===== config.mk =====
export PLATFORM = sky130hd
export DESIGN_NAME = wait_sector_gen
export DESIGN_NICKNAME = d
export VERILOG_FILES = /design/src/rtl/wsg_pkg.sv /design/src/rtl/wsg_sector_decode.sv /design/src/rtl/wsg_wait_select.sv /design/src/rtl/wsg_wait_counter.sv /design/src/rtl/wait_sector_gen.sv
export SDC_FILE = /design/constraint.sdc
export NUM_CORES = 1
export LEC_CHECK = 0
export BUFFER_PORTS_ARGS = -buffer_cell sky130_fd_sc_hd__buf_2
export CORE_AREA = 3 3 40 42
export CTS_CLUSTER_DIAMETER = 80
export DETAILED_ROUTE_END_ITERATION = 12
export DIE_AREA = 0 0 43 45
export GPL_ROUTABILITY_DRIVEN = 0
export PLACE_DENSITY = 0.49
export REMOVE_ABC_BUFFERS = 1
export SLEW_MARGIN = 20
export SYNTH_ARGS = -nofsm -noshare
export SYNTH_HDL_FRONTEND = slang
export SYNTH_SLANG_ARGS = --single-unit

===== constraint.sdc =====
create_clock -name clk -period 3.1 [get_ports clk]
set_input_delay 0.465 -clock clk [delete_from_list [all_inputs] [get_ports clk]]
set_output_delay 0.465 -clock clk [all_outputs]
set_load 0.005 [all_outputs]

===== src/rtl/wsg_pkg.sv =====
package wsg_pkg;
   typedef enum logic [0:0] {
      WSG_IDLE   = 1'b0,
      WSG_ACTIVE = 1'b1
   } wsg_state_e;

   localparam int unsigned WSG_ADDR_W  = 16;
   localparam int unsigned WSG_LIMIT_W = 3;
   localparam int unsigned WSG_WAIT_W  = 2;
endpackage


===== src/rtl/wsg_sector_decode.sv =====
module wsg_sector_decode #(
   parameter int unsigned ADDR_W  = 16,
   parameter int unsigned LIMIT_W = 3
) (
   input  logic [ADDR_W-1:0]  addr_i,
   input  logic [LIMIT_W-1:0] limit_i,
   output logic               upper_o
);
   // boundary = limit * 2^(ADDR_W-LIMIT_W); aligned, so only the top bits matter
   localparam int unsigned TOP_LSB = ADDR_W - LIMIT_W;

   logic [LIMIT_W-1:0] addr_top;
   logic               split_on;

   assign addr_top = addr_i[ADDR_W-1:TOP_LSB];

   generate
      if (LIMIT_W == 1) begin : g_single
         assign split_on = limit_i[0];
      end else begin : g_multi
         assign split_on = |limit_i;
      end
   endgenerate

   always_comb begin
      upper_o = split_on && (addr_top >= limit_i);
   end
endmodule


===== src/rtl/wsg_wait_select.sv =====
module wsg_wait_select #(
   parameter int unsigned WAIT_W = 2
) (
   input  logic              upper_i,
   input  logic [WAIT_W-1:0] wait_lo_i,
   input  logic [WAIT_W-1:0] wait_hi_i,
   output logic [WAIT_W-1:0] wait_o
);
   always_comb begin
      wait_o = upper_i ? wait_hi_i : wait_lo_i;
   end
endmodule


===== src/rtl/wsg_wait_counter.sv =====
module wsg_wait_counter
   import wsg_pkg::*;
#(
   parameter int unsigned WAIT_W = 2
) (
   input  logic              clk,
   input  logic              rst_n,
   input  logic              start_i,
   input  logic [WAIT_W-1:0] load_i,
   output logic              busy_o,
   output logic              last_o
);
   wsg_state_e        state_q, state_d;
   logic [WAIT_W-1:0] cnt_q, cnt_d;

   always_comb begin
      state_d = state_q;
      cnt_d   = cnt_q;
      unique case (state_q)
         WSG_IDLE: begin
            if (start_i) begin
               state_d = WSG_ACTIVE;
               cnt_d   = load_i;
            end
         end
         WSG_ACTIVE: begin
            if (cnt_q == '0) begin
               state_d = WSG_IDLE;
            end else begin
               cnt_d = cnt_q - 1'b1;
            end
         end
         default: state_d = WSG_IDLE;
      endcase
   end

   always_ff @(posedge clk or negedge rst_n) begin
      if (!rst_n) begin
         state_q <= WSG_IDLE;
         cnt_q   <= '0;
      end else begin
         state_q <= state_d;
         cnt_q   <= cnt_d;
      end
   end

   assign busy_o = (state_q == WSG_ACTIVE);
   assign last_o = busy_o && (cnt_q == '0);
endmodule


===== src/rtl/wait_sector_gen.sv =====
module wait_sector_gen #(
   parameter int unsigned ADDR_W  = 16,
   parameter int unsigned LIMIT_W = 3,
   parameter int unsigned WAIT_W  = 2
) (
   input  logic               clk,
   input  logic               rst_n,
   input  logic               req_i,
   input  logic [ADDR_W-1:0]  addr_i,
   input  logic [LIMIT_W-1:0] limit_i,
   input  logic [WAIT_W-1:0]  wait_lo_i,
   input  logic [WAIT_W-1:0]  wait_hi_i,
   output logic               busy_o,
   output logic               ready_o
);
   generate
      if (LIMIT_W < 1 || LIMIT_W >= ADDR_W) begin : g_bad_limit
         $error("LIMIT_W must be between 1 and ADDR_W-1");
      end
      if (WAIT_W < 1 || WAIT_W > 8) begin : g_bad_wait
         $error("WAIT_W must be between 1 and 8");
      end
   endgenerate

   logic              upper;
   logic [WAIT_W-1:0] wait_sel;
   logic              busy;
   logic              start;

   wsg_sector_decode #(.ADDR_W(ADDR_W), .LIMIT_W(LIMIT_W)) dec_i (
      .addr_i (addr_i),
      .limit_i(limit_i),
      .upper_o(upper)
   );

   wsg_wait_select #(.WAIT_W(WAIT_W)) sel_i (
      .upper_i  (upper),
      .wait_lo_i(wait_lo_i),
      .wait_hi_i(wait_hi_i),
      .wait_o   (wait_sel)
   );

   // request accepted only when idle; held requests are ignored while busy
   assign start = req_i && !busy;

   wsg_wait_counter #(.WAIT_W(WAIT_W)) cnt_i (
      .clk    (clk),
      .rst_n  (rst_n),
      .start_i(start),
      .load_i (wait_sel),
      .busy_o (busy),
      .last_o (ready_o)
   );

   assign busy_o = busy;
endmodule


==> summary.md, run 1 <==
| Metric | Value |
|---|---|
| Switching share of total power | `35.6%` |
| Critical path data arrival time | `1060 ps` |
| Sequential element share of the synthesized area | `26.4%` |
| Total CTS buffers | `3` |
| Pre-antenna DRT Iters | `2` |
| Count of cell types in the netlist | `20` |
| Clock tree skew after final layout | `0.638 ps` |
| Sort of element at the end of the critical path | `primary output` |
| Count of endpoints failing setup in the final report | `0` |
| Crit. Startpoint | `cnt_i.cnt_q[0]` |
| Final-layout fill cell count | `152` |
| Register area | `75.1 um^2` |
| Effective utilization at floorplan | `22.1%` |
| Max Transition Viols Final | `0` |
| Worst max-slew margin expressed relative to the limit | `81.0%` |
| Largest buffer count on any clock path | `2` |
| Grt peak-use layer | `met2` |
| Die span in y | `45 um` |
| Post-detailed-routing wire length | `535 um` |
| Count of input and output buffers | `14` |
| Final cycle utilization of the critical path | `49.3%` |
| Number of rows in the core area | `13` |
| Antenna violations before repair | `0` |
| Pwr dens | `658 nW/um^2` |
| Static leakage power | `0.213 nW` |
| Final Hold Fails | `0` |
| Area fraction of the dominant cell type after synthesis | `26.4%` |
| Maximum fanout along the worst path | `3` |
| Unrepaired setup endpoints after global routing | `no` |
| GRT Total Usage | `6.83%` |
| Ant diodes | `0` |
| Cell at the slowest stage of the critical path | `sky130_fd_sc_hd__dfrtp_1` |
| Clock tree root driver cell | `sky130_fd_sc_hd__clkbuf_4` |
| Setup Fix Bufs, Post-CTS | `0` |
| Die width | `43 um` |
| Highest clock frequency the design can meet | `0.654 GHz` |
| Cell chain of the critical path | `inv_1 -> ha_1 -> and2_1 -> buf_2` |
| DRC violation count after routing | `0` |
| Gr ovfl total | `0` |
| Area growth from synthesis to layout | `40.5%` |
| Hold WS | `24.0 ps` |
| Cell types with the largest area share after synthesis | `sky130_fd_sc_hd__dfrtp_1 (26%), sky130_fd_sc_hd__ha_1 (18%), sky130_fd_sc_hd__inv_1 (7.9%), sky130_fd_sc_hd__mux2_4 (5.3%), sky130_fd_sc_hd__nand2_1 (5.3%)` |
| Syn Std Cell Area | `284 um^2` |
| Via count of the first global-routing pass | `259` |
| Share of power burned in registers | `27.3%` |
| Worst-case vdd ir drop | `0.000201 V` |
| Proportion of power drawn by combinational gates | `47.2%` |
| Reg-to-reg critical path startpoint | `cnt_i.cnt_q[0]` |
| Final net count | `83` |
| Nature of the critical path startpoint | `flop` |
| Post-Syn Instances | `34` |
| TritonCTS clock tree | `yes` |
| Wire length of the first global-routing pass | `917 um` |
| Internal Pwr Total | `169 uW` |
| Synth Warn # | `0` |
| CP top delay family | `flip-flops` |
| Final total negative setup slack | `0 ps` |
| Fraction of final layout cells with drive strength greater than 1 | `40.4%` |
| Met2 track demand over resource | `10.5%` |
| Pin count of the biggest net entering global routing | `6` |
| Final core occ | `31.1%` |
| DIE AREA | `1940 um^2` |
| Number of vias in the routed layout | `286` |
| #FFs+latches synth | `3` |
| Clock Power Share | `25.5%` |
| Count of cells resized by post-cts repair | `0` |
| Hold Crit Class | `in2async` |
| Multi-input gate area in the final layout | `186 um^2` |
| Count of H-tree levels built during CTS | `1` |
| Post-CTS Hold Buffers | `0` |
| Post-synthesis area per instance | `8.35 um^2` |
| I/O pin count | `28` |
| Met3 Use GR | `3.59%` |
| WL per Instance | `7.99 um` |
| Final critical path time including I/O delays and setup | `1530 ps` |
| Outcome | `finished, final reports clean` |
| Residual antenna-violating net count after detailed routing | `0` |
| DR iter-0 viols | `2` |
| Net switching power | `93.5 uW` |
| Via density | `4.27` |
| Clock transition at the register clock pins on the worst setup and hold paths after CTS | `40 ps` |
| Least-Margin Pin Slew | `282 ps` |
| Buffers & Inverters on Critical Path | `2` |
| Critical path's largest stage delay | `310 ps` |
| Maximum Capacitance Violations | `0` |
| Total core area | `1280 um^2` |
| Met1 track utilization from global routing | `6.99%` |
| Post-synthesis cell type with the largest combined area | `sky130_fd_sc_hd__dfrtp_1` |
| Crit path required time | `2630 ps` |
| Clock sink count | `3` |
| Critical path class | `reg2out` |
| Clock latency on the worst-skew pair | `230 ps` |
## Yosys cell counts (all sizes together)
| cell type | count |
|---|---|
| nand3 | 2 |
| nor2b | 2 |
| a21o | 1 |
| nand2 | 4 |
| o21bai | 1 |
| o211ai | 1 |
| a21oi | 2 |
| mux2 | 1 |
| nand4 | 1 |
| nor2 | 1 |
| ha | 4 |
| and2 | 1 |
| dfrtp | 3 |
| inv | 6 |
| o21ai | 2 |
| nand2b | 1 |
| or3 | 1 |
## per-stage QoR
stage	instance area (um^2)	power (mW)	instances	worst slack (ps)
floorplan	284	0.160	34	1610
global placement	373	0.198	63	1420
detailed placement	373	0.200	63	1410
CTS	399	0.271	67	1550
global route	399	0.295	67	1500
finish	399	0.263	67	1570
## path summary, 6_finish.rpt
| check | end | slack [ps] | cells after the start |
|---|---|---|---|
| setup / recovery | ready_o | 1570 | 4 |
| hold / removal | cnt_i.busy_o | 20 | 1 |
| setup reg to reg | cnt_i.cnt_q[0] | 1790 | 6 |
| hold reg to reg | cnt_i.cnt_q[1] | 490 | 2 |
| max in group asynchronous | cnt_i.cnt_q[1] | 2970 | 1 |
| min in group clk | cnt_i.cnt_q[1] | 490 | 2 |
## layout make-up
cell class	count	area share, %
Inverter	6	5.64
Tap cell	15	4.70
Sequential cell	3	18.8
Timing Repair Buffer	14	17.6
Clock buffer	4	6.58
Multi-Input combinational cell	25	46.7
## placed cells by master, fill, tap and decap left out, types with 2 or more instances in the layout
cell type	instances
sky130_fd_sc_hd__buf_2	14
sky130_fd_sc_hd__nand2_1	4
sky130_fd_sc_hd__clkbuf_4	3
sky130_fd_sc_hd__ha_1	4
sky130_fd_sc_hd__a21oi_1	2
sky130_fd_sc_hd__dfrtp_1	3
sky130_fd_sc_hd__inv_1	6
## sequential cells by signal, indices dropped and copies added, names as in the netlist
| name | cells |
|---|---|
| cnt_i.cnt_q | 2 |
| cnt_i.busy_o | 1 |
## worst reg2reg max path: cells and delay by family (launching register included)
family          cells  cell delay, ps
flops               1             310
simple gates        1             160
compound gates      3             460
fa+ha+maj           1             190
buf+inv             1              50
## power by group through the flow
stage	combinational, mW	clock (mW)	sequential [mW]
after global routing	0.142	0.0780	0.0749
after CTS	0.128	0.0711	0.0725
final	0.124	0.0670	0.0718
after global placement	0.126	0	0.0728
after detailed placement	0.128	0	0.0729
after floorplan	0.0892	0	0.0713
## cell families (layout without fill, tap and decap cells)
kind of cell	count (synthesis)	count (layout)	share of synthesized area, %
flip-flops	3	3	26.4
AND/OR/NAND/NOR	13	13	27.8
buffers and inverters	6	24	7.93
adder cells (fa/ha/maj)	4	4	17.6
AO/OA/AOI/OAI	7	7	15.0
multiplexers	1	1	5.28
## metal layers
metal	up-vias	wire [um]
met1	124	213
met2	11	274
met3	0	47
met5	-	0
li1	151	-
met4	0	0
Note: power is estimated with default switching activity, not from simulation.
==> inputs of run 2 (changes only) <==
==> constraint.sdc (replaced) <==
create_clock -name clk -period 1.55 [get_ports clk]
set_input_delay 0.2325 -clock clk [delete_from_list [all_inputs] [get_ports clk]]
set_output_delay 0.2325 -clock clk [all_outputs]
set_load 0.005 [all_outputs]
==> run 2 against run 1 <==
Net effect: sequential share of layout area shrank 0.79 points; combinational power grew 100%; sequential power grew 99%; critical path type is now reg2reg; power grew 100%; global-route usage grew 0.083 points; final area grew 4.4%; core utilization grew 1.4 points; register-to-register slack lost 1600 ps.
==> summary.md, run 2 (synthesized netlist as in run 1, its figures left out) <==
| Metric | Value |
|---|---|
| Outcome | `finished, final reports clean (unchanged)` |
| Critical path class | `reg2reg (was reg2out)` |
| Post-detailed-routing wire length | `539 um (was 535 um)` |
| Hold Crit Class | `in2reg (was in2async)` |
| Nature of the critical path startpoint | `flop (unchanged)` |
| Pin count of the biggest net entering global routing | `6 (unchanged)` |
| Effective utilization at floorplan | `22.1% (unchanged)` |
| Clock latency on the worst-skew pair | `230 ps (about the same)` |
| Die span in y | `45 um (unchanged)` |
| DIE AREA | `1940 um^2 (unchanged)` |
| Clock sink count | `3 (unchanged)` |
| Cell chain of the critical path | `inv_1 -> ha_1 -> and2_1 -> o21bai_1 -> o21ai_0 -> o211ai_1 (was inv_1 -> ha_1 -> and2_1 -> buf_2)` |
| Reg-to-reg critical path startpoint | `cnt_i.cnt_q[0] (unchanged)` |
| Number of vias in the routed layout | `281 (was 286)` |
| CP top delay family | `compound AO/OA/AOI/OAI gates (was flip-flops)` |
| Total CTS buffers | `3 (unchanged)` |
| Worst-case vdd ir drop | `0.000409 V (was 0.000201 V)` |
| Post-DP HPWL | `474 um` |
| Pwr dens | `1270 nW/um^2 (was 658 nW/um^2)` |
| Final-layout fill cell count | `144 (was 152)` |
| Final total negative setup slack | `0 ps (unchanged)` |
| Fraction of final layout cells with drive strength greater than 1 | `40.7% (was 40.4%)` |
| Via density | `4.07 (was 4.27)` |
| Setup Fix Bufs, Post-CTS | `0 (unchanged)` |
| Ant diodes | `0 (unchanged)` |
| Final critical path time including I/O delays and setup | `1310 ps` |
| Most common library cell in the layout ignoring fill and taps | `sky130_fd_sc_hd__buf_2 (unchanged)` |
| WL per Instance | `7.81 um (was 7.99 um)` |
| Number of rows in the core area | `13 (unchanged)` |
| TritonCTS clock tree | `yes (unchanged)` |
| Biggest register | `cnt_i.cnt_q (unchanged)` |
| Met2 wire len | `265 um (was 274 um)` |
| Non-filler instance count after layout | `69 (was 67)` |
| Unrepaired setup endpoints after global routing | `no (unchanged)` |
| Crit path required time | `1650 ps (was 2630 ps)` |
| Largest buffer count on any clock path | `2 (unchanged)` |
| Die width | `43 um (unchanged)` |
| Gr ovfl total | `0 (unchanged)` |
| Most used cells in the layout excluding fill and tap cells | `sky130_fd_sc_hd__buf_2 (14), sky130_fd_sc_hd__inv_1 (6), sky130_fd_sc_hd__nand2_1 (4), sky130_fd_sc_hd__ha_1 (4) (unchanged)` |
| Final worst setup slack | `237 ps (was 1570 ps)` |
| Setup slack after placement | `152 ps (was 1410 ps)` |
| GRT Total Usage | `6.91% (was 6.83%)` |
| Clock transition at the register clock pins on the worst setup and hold paths after CTS | `40 ps (about the same)` |
| Residual antenna-violating net count after detailed routing | `0 (unchanged)` |
| Count of endpoints failing setup in the final report | `0 (unchanged)` |
| Sort of element at the end of the critical path | `flop (was primary output)` |
| Max Transition Viols Final | `0 (unchanged)` |
| Count of input and output buffers | `14 (unchanged)` |
| Final net count | `85 (was 83)` |
| Maximum Capacitance Violations | `0 (unchanged)` |
| Hold wc startpoint | `req_i` |
| Clock tree skew after final layout | `1.65 ps (was 0.638 ps)` |
| Crit. Startpoint | `cnt_i.cnt_q[0] (unchanged)` |
| Number of flip-flops under the largest register name | `2 (unchanged)` |
| Clock tree root driver cell | `sky130_fd_sc_hd__clkbuf_4 (unchanged)` |
| Area growth from synthesis to layout | `46.7% (was 40.5%)` |
| Buffers & Inverters on Critical Path | `1 (was 2)` |
| DRC violation count after routing | `0 (unchanged)` |
| Final cycle utilization of the critical path | `84.7%` |
| Final Hold Fails | `0 (unchanged)` |
| Wire length of the first global-routing pass | `931 um (was 917 um)` |
| Critical path's largest stage delay | `310 ps (about the same)` |
| Number of instances in the placed design | `64 (was 63)` |
| Cell at the slowest stage of the critical path | `sky130_fd_sc_hd__dfrtp_1 (unchanged)` |
| Highest clock frequency the design can meet | `0.762 GHz` |
| Final core occ | `32.4% (was 31.1%)` |
| Static leakage power | `0.222 nW (was 0.213 nW)` |
| DR iter-0 viols | `3 (was 2)` |
| Total core area | `1280 um^2 (unchanged)` |
| Routed met3 length | `43 um (was 47 um)` |
| Highest routed layer | `met3 (unchanged)` |
| Maximum fanout along the worst path | `3 (unchanged)` |
| Critical path data arrival time | `1410 ps (was 1060 ps)` |
| Count of H-tree levels built during CTS | `1 (unchanged)` |
| Metal1 wirelength | `230 um (was 213 um)` |
| Pre-antenna DRT Iters | `2 (unchanged)` |
| Worst max-slew margin expressed relative to the limit | `84.6% (was 81.0%)` |
| Antenna violations before repair | `0 (unchanged)` |
| Least-Margin Pin Slew | `230 ps (was 282 ps)` |
| I/O pin count | `28 (unchanged)` |
| Via count of the first global-routing pass | `276 (was 259)` |
| Power Total | `528 uW (was 263 uW)` |
run 2: worst paths after layout:
| check | endpoint | slack, ps | cells after the start |
|---|---|---|---|
| max | cnt_i.cnt_q[0] | 240 | 6 |
| min reg2reg | cnt_i.cnt_q[1] | 480 | 2 |
| max reg2reg | cnt_i.cnt_q[0] | 240 | 6 |
| min in group asynchronous | cnt_i.busy_o | 330 | 2 |
| max in group asynchronous | cnt_i.cnt_q[1] | 1120 | 2 |
| min | cnt_i.busy_o | 270 | 3 |
run 2: metal layers:
metal | track usage [%] | vias up
met1 | 6.51 | 115
met5 | 0 | -
met2 | 11.4 | 11
met4 | 5.42 | 0
met3 | 3.59 | 0
li1 | - | 155
run 2: final cells by class:
class / instances / area, um^2 / area share, %
inverters: 6 / 22.5 / 5.41
multi-input cells: 25 / 186 / 44.7
repair buffers: 16 / 87.6 / 21.0
well taps: 15 / 18.8 / 4.50
clock buffers: 4 / 26.3 / 6.31
flip-flops and latches: 3 / 75.1 / 18.0
run 2: per-stage QoR:
| stage | hold slack [ps] | cell area, um^2 |
|---|---|---|
| floorplan | -63.1 | 284 |
| global placement | 32.4 | 380 |
| detailed placement | 33.8 | 380 |
| CTS | 261 | 417 |
| global route | 282 | 417 |
| finish | 266 | 417 |
run 2: report_power, final:
| group | leakage (nW) | internal [mW] | switching (mW) |
|---|---|---|---|
| registers | 0.0345 | 0.120 | 0.0233 |
| clock network | 0.0150 | 0.0962 | 0.0370 |
| logic | 0.172 | 0.127 | 0.124 |
run 2: tightest hold or removal path, stage by stage:
cell                       delay, ps
sky130_fd_sc_hd__buf_2            80
sky130_fd_sc_hd__o21bai_1         90
sky130_fd_sc_hd__inv_1            60
run 2: timing repair:
| action | in CTS | in global routing |
|---|---|---|
| hold endpoints to repair | 3 | 0 |
| hold buffers | 1 | 0 |
| resized for setup | 0 | 0 |
==> inputs of run 3 (changes only) <==
--- a/config.mk
+++ b/config.mk
@@ -5,6 +5,7 @@
 export SDC_FILE = /design/constraint.sdc
 export NUM_CORES = 1
 export LEC_CHECK = 0
+export ABC_AREA = 1
 export BUFFER_PORTS_ARGS = -buffer_cell sky130_fd_sc_hd__buf_2
 export CORE_AREA = 3 3 40 42
 export CTS_CLUSTER_DIAMETER = 80
==> constraint.sdc (replaced) <==
create_clock -name clk -period 1.3 [get_ports clk]
set_input_delay 0.195 -clock clk [delete_from_list [all_inputs] [get_ports clk]]
set_output_delay 0.195 -clock clk [all_outputs]
set_load 0.005 [all_outputs]
==> run 3 against run 2 <==
Net effect: flip-flop and latch count unchanged; final area up 3.9%; core utilization up 1.3 points; routed wire length up 11%; clock skew about the same; clock power up 19%; hold slack worse by 32 ps; largest cell class unchanged; largest power group unchanged; highest routed layer unchanged.
==> summary.md, run 3 <==
| Metric | Value |
|---|---|
| Outcome | `finished, final reports clean (unchanged)` |
| I/O pin count | `28 (unchanged)` |
| Maximum Capacitance Violations | `0 (unchanged)` |
| Post-synthesis cell type with the largest combined area | `sky130_fd_sc_hd__dfrtp_1 (unchanged)` |
| Clock transition at the register clock pins on the worst setup and hold paths after CTS | `40 ps (about the same)` |
| Count of H-tree levels built during CTS | `1 (unchanged)` |
| Adder-Cell Fraction of Synth Area | `17.5% (was 17.6%)` |
| Reg2Reg Setup Slack | `220 ps (was 240 ps)` |
| Most frequent cells after synthesis | `sky130_fd_sc_hd__inv_1 (10), sky130_fd_sc_hd__nand2_1 (9), sky130_fd_sc_hd__ha_1 (4), sky130_fd_sc_hd__nand3_1 (4) (was sky130_fd_sc_hd__inv_1 (6), sky130_fd_sc_hd__ha_1 (4), sky130_fd_sc_hd__nand2_1 (4))` |
| Final total negative setup slack | `0 ps (unchanged)` |
| Via density | `3.95 (was 4.07)` |
| Cell with the most instances after synthesis | `sky130_fd_sc_hd__inv_1 (unchanged)` |
| Sort of element at the end of the critical path | `primary output (was flop)` |
| Post-detailed-routing wire length | `596 um (was 539 um)` |
| Final Hold Fails | `0 (unchanged)` |
| Unrepaired setup endpoints after global routing | `no (unchanged)` |
| Count of endpoints failing setup in the final report | `0 (unchanged)` |
| Post-DP HPWL | `496 um (was 474 um)` |
| Area fraction of the dominant cell type after synthesis | `26.3% (was 26.4%)` |
| Clock tree root driver cell | `sky130_fd_sc_hd__clkbuf_4 (unchanged)` |
| Ant diodes | `0 (unchanged)` |
| Synth Flop Type | `sky130_fd_sc_hd__dfrtp_1 (unchanged)` |
| Main combinational cell family by area after synthesis | `simple AND/OR/NAND/NOR gates (unchanged)` |
| TritonCTS clock tree | `yes (unchanged)` |
| Number of synthesized flops with an enable pin | `0 (unchanged)` |
| Crit path required time | `1110 ps (was 1650 ps)` |
| Die span in y | `45 um (unchanged)` |
| WL per Instance | `7.74 um (was 7.81 um)` |
| Worst-case vdd ir drop | `0.000394 V (was 0.000409 V)` |
| Mux share of post-synthesis cell area | `0% (was 5.29%)` |
| Number of flip-flops under the largest register name | `2 (unchanged)` |
| Sequential element share of the synthesized area | `26.3% (was 26.4%)` |
| Biggest register | `cnt_i.cnt_q (unchanged)` |
| Fraction of final layout cells with drive strength greater than 1 | `45.2% (was 40.7%)` |
| Largest buffer count on any clock path | `2 (unchanged)` |
| Number of rows in the core area | `13 (unchanged)` |
| Pre-antenna DRT Iters | `2 (unchanged)` |
| Count of cell types in the netlist | `13 (was 20)` |
| Least-Margin Pin Slew | `211 ps (was 230 ps)` |
| Number of vias in the routed layout | `304 (was 281)` |
| Fraction of the mapped netlist area in compound gates | `11.4% (was 15.0%)` |
| Area growth from synthesis to layout | `51.8% (was 46.7%)` |
| Gr ovfl total | `0 (unchanged)` |
| DRC violation count after routing | `0 (unchanged)` |
| Final critical path time including I/O delays and setup | `1230 ps` |
| Nature of the critical path startpoint | `flop (unchanged)` |
| Maximum fanout along the worst path | `2 (was 3)` |
| Critical path data arrival time | `1040 ps (was 1410 ps)` |
| Clock latency on the worst-skew pair | `230 ps (about the same)` |
| Final core occ | `33.7% (was 32.4%)` |
| Count of input and output buffers | `14 (unchanged)` |
| Post-synthesis share of cell area spent on xor and xnor gates | `0% (unchanged)` |
| Total CTS buffers | `3 (unchanged)` |
| Final net count | `93 (was 85)` |
| Pwr dens | `1700 nW/um^2 (was 1270 nW/um^2)` |
| GRT Total Usage | `7.50% (was 6.91%)` |
| Die width | `43 um (unchanged)` |
| Synth Warn # | `0 (unchanged)` |
| Effective utilization at floorplan | `22.2% (was 22.1%)` |
| Clock sink count | `3 (unchanged)` |
| DIE AREA | `1940 um^2 (unchanged)` |
| Wire length of the first global-routing pass | `1090 um (was 931 um)` |
| Pin count of the biggest net entering global routing | `7 (was 6)` |
| Post-Syn Instances | `42 (was 34)` |
| Syn Std Cell Area | `285 um^2 (was 284 um^2)` |
| Static leakage power | `0.256 nW (was 0.222 nW)` |
| Share of synthesized flip-flops with an asynchronous set or reset | `100% (unchanged)` |
| Most common library cell in the layout ignoring fill and taps | `sky130_fd_sc_hd__buf_2 (unchanged)` |
| Max Transition Viols Final | `0 (unchanged)` |
| Most used cells in the layout excluding fill and tap cells | `sky130_fd_sc_hd__buf_2 (14), sky130_fd_sc_hd__inv_1 (9), sky130_fd_sc_hd__nand2_1 (8) (was sky130_fd_sc_hd__buf_2 (14), sky130_fd_sc_hd__inv_1 (6), sky130_fd_sc_hd__nand2_1 (4), sky130_fd_sc_hd__ha_1 (4))` |
| Basic-gate share of the synthesized area counting and, or, nand and nor cells | `28.9% (was 27.8%)` |
| Critical path class | `reg2out (was reg2reg)` |
| Clock tree skew after final layout | `1.80 ps (was 1.65 ps)` |
| DR iter-0 viols | `6 (was 3)` |
| Residual antenna-violating net count after detailed routing | `0 (unchanged)` |
| Antenna violations before repair | `0 (unchanged)` |
| Final cycle utilization of the critical path | `94.6%` |
| #FFs+latches synth | `3 (unchanged)` |
| Hold Crit Class | `in2reg (unchanged)` |
| Via count of the first global-routing pass | `311 (was 276)` |
| Worst max-slew margin expressed relative to the limit | `86.0% (was 84.6%)` |
| Post-synthesis area per instance | `6.79 um^2 (was 8.35 um^2)` |
| Highest clock frequency the design can meet | `0.813 GHz` |
| Total core area | `1280 um^2 (unchanged)` |
| Cell types with the largest area share after synthesis | `sky130_fd_sc_hd__dfrtp_1 (26%), sky130_fd_sc_hd__ha_1 (18%), sky130_fd_sc_hd__inv_1 (13%), sky130_fd_sc_hd__nand2_1 (12%), sky130_fd_sc_hd__nand3_1 (7.0%) (was sky130_fd_sc_hd__dfrtp_1 (26%), sky130_fd_sc_hd__ha_1 (18%), sky130_fd_sc_hd__inv_1 (7.9%), sky130_fd_sc_hd__mux2_4 (5.3%), sky130_fd_sc_hd__nand2_1 (5.3%))` |
[run 3: cell count changes in the layout (fill, tap and decap cells not counted), moves of 2 or more]
cell,delta
sky130_fd_sc_hd__inv_2,+2
sky130_fd_sc_hd__inv_1,+3
sky130_fd_sc_hd__nand2_2,+4
sky130_fd_sc_hd__nand2_1,+4
sky130_fd_sc_hd__nand3_1,+3
[run 3: worst paths after layout]
| path | depth (start not counted) | endpoint | start |
|---|---|---|---|
| max | 5 | ready_o | cnt_i.cnt_q[0] |
| min | 3 | cnt_i.busy_o | req_i |
| max reg2reg | 6 | cnt_i.cnt_q[0] | cnt_i.cnt_q[0] |
| min reg2reg | 2 | cnt_i.cnt_q[1] | cnt_i.cnt_q[1] |
| max in group asynchronous | 2 | cnt_i.cnt_q[0] | rst_n |
| min in group asynchronous | 2 | cnt_i.cnt_q[1] | rst_n |
[run 3: stage by stage]
| step | instance area (um^2) | hold WS, ps | power, mW | setup slack [ps] | cells |
|---|---|---|---|---|---|
| CTS | 410 | 230 | 0.673 | 23.3 | 76 |
| finish | 433 | 234 | 0.736 | 70.0 | 77 |
| global placement | 374 | -6.64 | 0.506 | 69.9 | 71 |
| floorplan | 285 | -101 | 0.416 | 236 | 42 |
| global route | 433 | 252 | 0.834 | 0.977 | 77 |
| detailed placement | 374 | -5.15 | 0.503 | 55.0 | 71 |
[run 3: final cells by class]
| cell class | instances | area, um^2 |
|---|---|---|
| fill | 144 | 852 |
| multi-input combinational | 27 | 180 |
| timing repair buffer | 16 | 87.6 |
| sequential | 3 | 75.1 |
| inverter | 12 | 45.0 |
| clock buffer | 4 | 26.3 |
| tap | 15 | 18.8 |
[run 3: report_power, final]
group | internal [mW] | switching [mW]
sequential | 0.144 | 0.0457
combinational | 0.187 | 0.201
clock | 0.115 | 0.0431
[run 3: kinds of logic after synthesis]
logic type	Yosys count
buf+inv	12
fa+ha+maj	4
flops	3
compound gates	5
simple gates	18
[run 3: metal layers]
metal,global-route usage (%),share of wire (%)
met5,0,0
met4,5.42,0
met3,3.59,12
met2,12.6,52
met1,7.25,37
[run 3: critical path: stages, from the launching register on]
cell	delay, ps
sky130_fd_sc_hd__dfrtp_1	390
sky130_fd_sc_hd__inv_2	90
sky130_fd_sc_hd__ha_4	130
sky130_fd_sc_hd__nand2_2	50
sky130_fd_sc_hd__inv_1	50
sky130_fd_sc_hd__buf_2	100
[run 3: what timing repair did]
item	4_1_cts	5_1_grt
buffers inserted	0	1
hold buffers	1	0
setup endpoints to repair	0	1
resized for setup	0	4
hold endpoints to repair	3	0
